$ cat src/rtl/mmio_ide_adapter.sv
module mmio_ide_adapter #(
  parameter int SHIFT = 1,
  parameter int AW    = 8,
  parameter int BW    = 32
) (
  input  logic          clk,
  input  logic          rst_n,
  input  logic [AW-1:0] bus_addr,
  input  logic [1:0]    bus_size,
  input  logic          bus_pri_sel,
  input  logic          bus_sec_sel,
  input  logic          bus_rd,
  input  logic          bus_wr,
  input  logic [BW-1:0] bus_wdata,
  output logic [BW-1:0] bus_rdata,
  output logic          bus_rvalid,
  output logic          dev_cs0,
  output logic          dev_cs1,
  output logic          dev_rd,
  output logic          dev_wr,
  output logic [2:0]    dev_reg,
  output logic [15:0]   dev_wdata,
  input  logic [15:0]   dev_rdata,
  input  logic          dev_intrq,
  output logic          dev_rst,
  output logic          irq_out
);
  localparam int        IDX_LO  = SHIFT;
  localparam int        IDX_HI  = SHIFT + 2;
  localparam logic [2:0] CTL_REG = 3'd6;

  logic [2:0] idx;
  logic       any_req, go_pri, go_sec, go, pri_data;
  logic       data_q;
  logic [7:0] ctl_q;
  logic       unused_bits;

  assign idx      = bus_addr[IDX_HI:IDX_LO];
  assign any_req  = bus_rd | bus_wr;
  assign go_pri   = bus_pri_sel & any_req;
  assign go_sec   = bus_sec_sel & ~bus_pri_sel & any_req;
  assign go       = go_pri | go_sec;
  assign pri_data = go_pri & (idx == 3'd0);

  assign unused_bits = ^{bus_size, bus_addr, bus_wdata[BW-1:16]};

  always_ff @(posedge clk or negedge rst_n) begin
    if (!rst_n) begin
      dev_cs0   <= 1'b0;
      dev_cs1   <= 1'b0;
      dev_rd    <= 1'b0;
      dev_wr    <= 1'b0;
      dev_reg   <= 3'd0;
      dev_wdata <= 16'd0;
      data_q    <= 1'b0;
      ctl_q     <= 8'd0;
    end else begin
      dev_cs0 <= go_pri;
      dev_cs1 <= go_sec;
      dev_wr  <= go & bus_wr;
      dev_rd  <= go & bus_rd & ~bus_wr;
      data_q  <= pri_data;
      if (go_pri)      dev_reg <= idx;
      else if (go_sec) dev_reg <= CTL_REG;
      else             dev_reg <= 3'd0;
      if (!go)           dev_wdata <= 16'd0;
      else if (pri_data) dev_wdata <= bus_wdata[15:0];
      else               dev_wdata <= {8'd0, bus_wdata[7:0]};
      if (go_sec && bus_wr) ctl_q <= bus_wdata[7:0];
    end
  end

  always_comb begin
    bus_rdata = '0;
    if (dev_rd) begin
      if (data_q) bus_rdata[15:0] = dev_rdata;
      else        bus_rdata[7:0]  = dev_rdata[7:0];
    end
  end

  assign bus_rvalid = dev_rd;
  assign dev_rst    = ctl_q[2];
  assign irq_out    = dev_intrq & ~ctl_q[1];

  AST_ONE_SELECT: assert property (@(posedge clk) disable iff (!rst_n)
    !(dev_cs0 && dev_cs1));
  AST_RD_WR_EXCL: assert property (@(posedge clk) disable iff (!rst_n)
    !(dev_rd && dev_wr));
  AST_IDLE_QUIET: assert property (@(posedge clk) disable iff (!rst_n)
    !((bus_pri_sel || bus_sec_sel) && (bus_rd || bus_wr))
      |=> !(dev_rd || dev_wr || dev_cs0 || dev_cs1));
  AST_PRI_DECODE: assert property (@(posedge clk) disable iff (!rst_n)
    (bus_pri_sel && (bus_rd || bus_wr))
      |=> (dev_cs0 && dev_reg == $past(bus_addr[IDX_HI:IDX_LO])));
  AST_SEC_TARGET: assert property (@(posedge clk) disable iff (!rst_n)
    dev_cs1 |-> (dev_reg == CTL_REG));
  AST_BYTE_ZEXT: assert property (@(posedge clk) disable iff (!rst_n)
    (bus_rvalid && dev_reg != 3'd0) |-> (bus_rdata[BW-1:8] == '0));
  AST_NIEN_MASK: assert property (@(posedge clk) disable iff (!rst_n)
    (bus_sec_sel && !bus_pri_sel && bus_wr && bus_wdata[1]) |=> !irq_out);
  AST_SRST_HOLD: assert property (@(posedge clk) disable iff (!rst_n)
    (bus_sec_sel && !bus_pri_sel && bus_wr && bus_wdata[2]) |=> dev_rst);
endmodule

$ cat config.mk
export PLATFORM = sky130hd
export DESIGN_NAME = mmio_ide_adapter
export DESIGN_NICKNAME = d
export VERILOG_FILES = /design/src/rtl/mmio_ide_adapter.sv
export SDC_FILE = /design/constraint.sdc
export NUM_CORES = 1
export LEC_CHECK = 0
export BUFFER_PORTS_ARGS = -buffer_cell sky130_fd_sc_hd__buf_2
export CORE_AREA = 2 2 60 62
export DETAILED_ROUTE_END_ITERATION = 12
export DIE_AREA = 0 0 62 64
export GPL_TIMING_DRIVEN = 0
export PLACE_DENSITY = 0.88
export SLEW_MARGIN = 20
export SYNTH_ARGS = -nofsm -noshare
export SYNTH_HDL_FRONTEND = slang
export SYNTH_SLANG_ARGS = --single-unit
$ cat constraint.sdc
create_clock -name clk -period 2.7 [get_ports clk]
set_input_delay 0.54 -clock clk [delete_from_list [all_inputs] [get_ports clk]]
set_output_delay 0.54 -clock clk [all_outputs]
set_load 0.1 [all_outputs]
==> impl_metrics.tcl <==
set metrics [dict create \
    dp_hpwl_um 2140 \
    core_area_mm2 0.00328 \
    layout_common_cells "84 x buf_2, 26 x dfrtp_1, 17 x and2_1, 17 x buf_4, 16 x conb_1" \
    dr.pass1.iters 2 \
    required_ns 2.16 \
    via_per_inst 3.96 \
    timing.final.crit_share 0.825 \
    cts_sinks 26 \
    cts_buffer_depth 2 \
    worstMarginPinSlew_ns 0.560 \
    ant_nets 0 \
    startpoint_type "flip-flop" \
    min_path_type "in2async" \
    totalWireLength_um 2590 \
    largest_reg_flops 16 \
    p_leak_nw 1.11 \
    pre_cts_ws_ns 0.801 \
    ys_ff_latch 26 \
    final_common_cell "buf_2" \
    slew_headroom 0.627 \
    fin_tns_setup_ns 0 \
    antenna_found_initial 0 \
    path_buf_inv 2 \
    cap_violations 0 \
    worstSkewPairLatency_ns 0.31 \
    pwr_density_cell_mw_per_mm2 623 \
    netlist.area_leader.share 0.546 \
    layoutNonFillerInstCount 256 \
    grt_overflow 0 \
    maxSlewViolCount 0 \
    ys_seq_area_frac 0.546 \
    yosysTopAreaCell "dfrtp_1" \
    fin_util 0.540 \
    grt_max_degree 27 \
    start_util 0.363 \
    syn_area_per_cell_um2 11.0 \
    synth_area_leaders "dfrtp_1 55%, buf_4 11%, and2_1 8.9%" \
    grtUsageTotal 0.125 \
    dieHeight_um 64 \
    skew_ns 0 \
    drc 0 \
    ir_drop_v 0.000303 \
    layout_setup_ws_ns 0.472 \
    hold_violations 0 \
    cts_root_buf "clkbuf_4" \
    die_x_um 62 \
    drive_gt1_frac 0.557 \
    ys_types 20 \
    synth_area_mm2 0.00119 \
    postCtsSetupBuffers 0 \
    cp-end-kind "output port" \
    dp.cells 252 \
    crit_type "reg2out" \
    hold_buffers 0 \
    num_antenna_cells 0 \
    wl_per_cell_um 10.1 \
    cp_cell_sequence "clkbuf_1 > and3_1 > buf_2" \
    row_count 21 \
    cts_resized 0 \
    clkSlewWorstSetupHoldPaths_ns 0.14 \
    port_buffers 83 \
    grt_pass1_wl_um 3660 \
    hold_ws_ns 0.195 \
    nets 276 \
    cts_buffers 3 \
    place_area_mm2 0.00172 \
    period_needed_ns 2.23 \
    finalSetupViolCount 0 \
    critical_path.top_delay_family "buffers and inverters" \
    fmax_mhz 449 \
    syn_inst 108 \
    arrival_ns 1.69 \
    boundaryPins 123 \
    area_delta_synth_final_pct 48.8 \
    cts_tree "yes" \
    die_area_mm2 0.00397 \
    grt_pass1_vias 852 \
    status "completed" \
    htree_levels 1 \
    power.total_mw 1.11 \
    critPathMaxStageDelay_ns 0.50 \
    r2r_slack_ns 1.95 \
    ys_warn_count 0 \
    cp_max_fo 10 \
    vias 1015 \
    cp_slowest_cell "dfrtp_1" \
    rsz0062_at_grt "no" \
    drt_iter0_drc 9 \
    finish.instance_area_mm2 0.00177 \
    globalplace.congestion 0.653 \
]
cells in the mapped netlist:
cell / n
dfrtp_1: 26
mux2_2: 2
clkbuf_1: 1
o21ai_1: 1
buf_6: 1
nor3_2: 8
o22a_1: 1
a211oi_1: 2
nor2b_1: 1
and3_1: 8
nor2_1: 5
or3_4: 1
nand2b_1: 1
nand3b_1: 1
buf_4: 17
nor3b_1: 1
buf_2: 1
and2_1: 17
inv_1: 12
conb_1: 1
layout make-up:
class,count,area (um^2)
timing repair buffer,83,415
buffer,20,148
tap,46,57.6
inverter,12,45.0
clock buffer,3,22.5
clock inverter,1,30.0
sequential,26,651
multi-input combinational,65,405
fill,304,1510
logic make-up (layout without fill, tap and decap cells):
group	Yosys count	in the layout	share of synthesized area
compound gates	4	4	0.0241
buf+inv	32	119	0.162
simple gates	43	43	0.247
flops	26	26	0.546
other cells	1	16	0.00314
mux	2	2	0.0189
report_power, final:
part	switching (mW)	leakage [nW]	internal (mW)
clock	0.109	0.0279	0.150
sequential	0.00862	0.340	0.411
combinational	0.350	0.740	0.0757
total	0.468	1.11	0.637
routing by layer:
layer,share of wire,wire (um),global-route usage
met3,0.10,267,0.0202
met5,0,0,0
met1,0.36,922,0.135
met2,0.53,1380,0.234
met4,0.0054,14,0.0399
final timing paths:
check,start,to,depth (start not counted)
setup / recovery,bus_rvalid,bus_rdata[12],3
hold / removal,rst_n,dev_reg[2],1
setup reg to reg,ctl_q[1],ctl_q[1],1
hold reg to reg,ctl_q[2],ctl_q[2],1
max in group asynchronous,rst_n,dev_reg[0],1
min in group clk,bus_wdata[5],dev_wdata[5],2
Power figures use the tool's default switching activity.
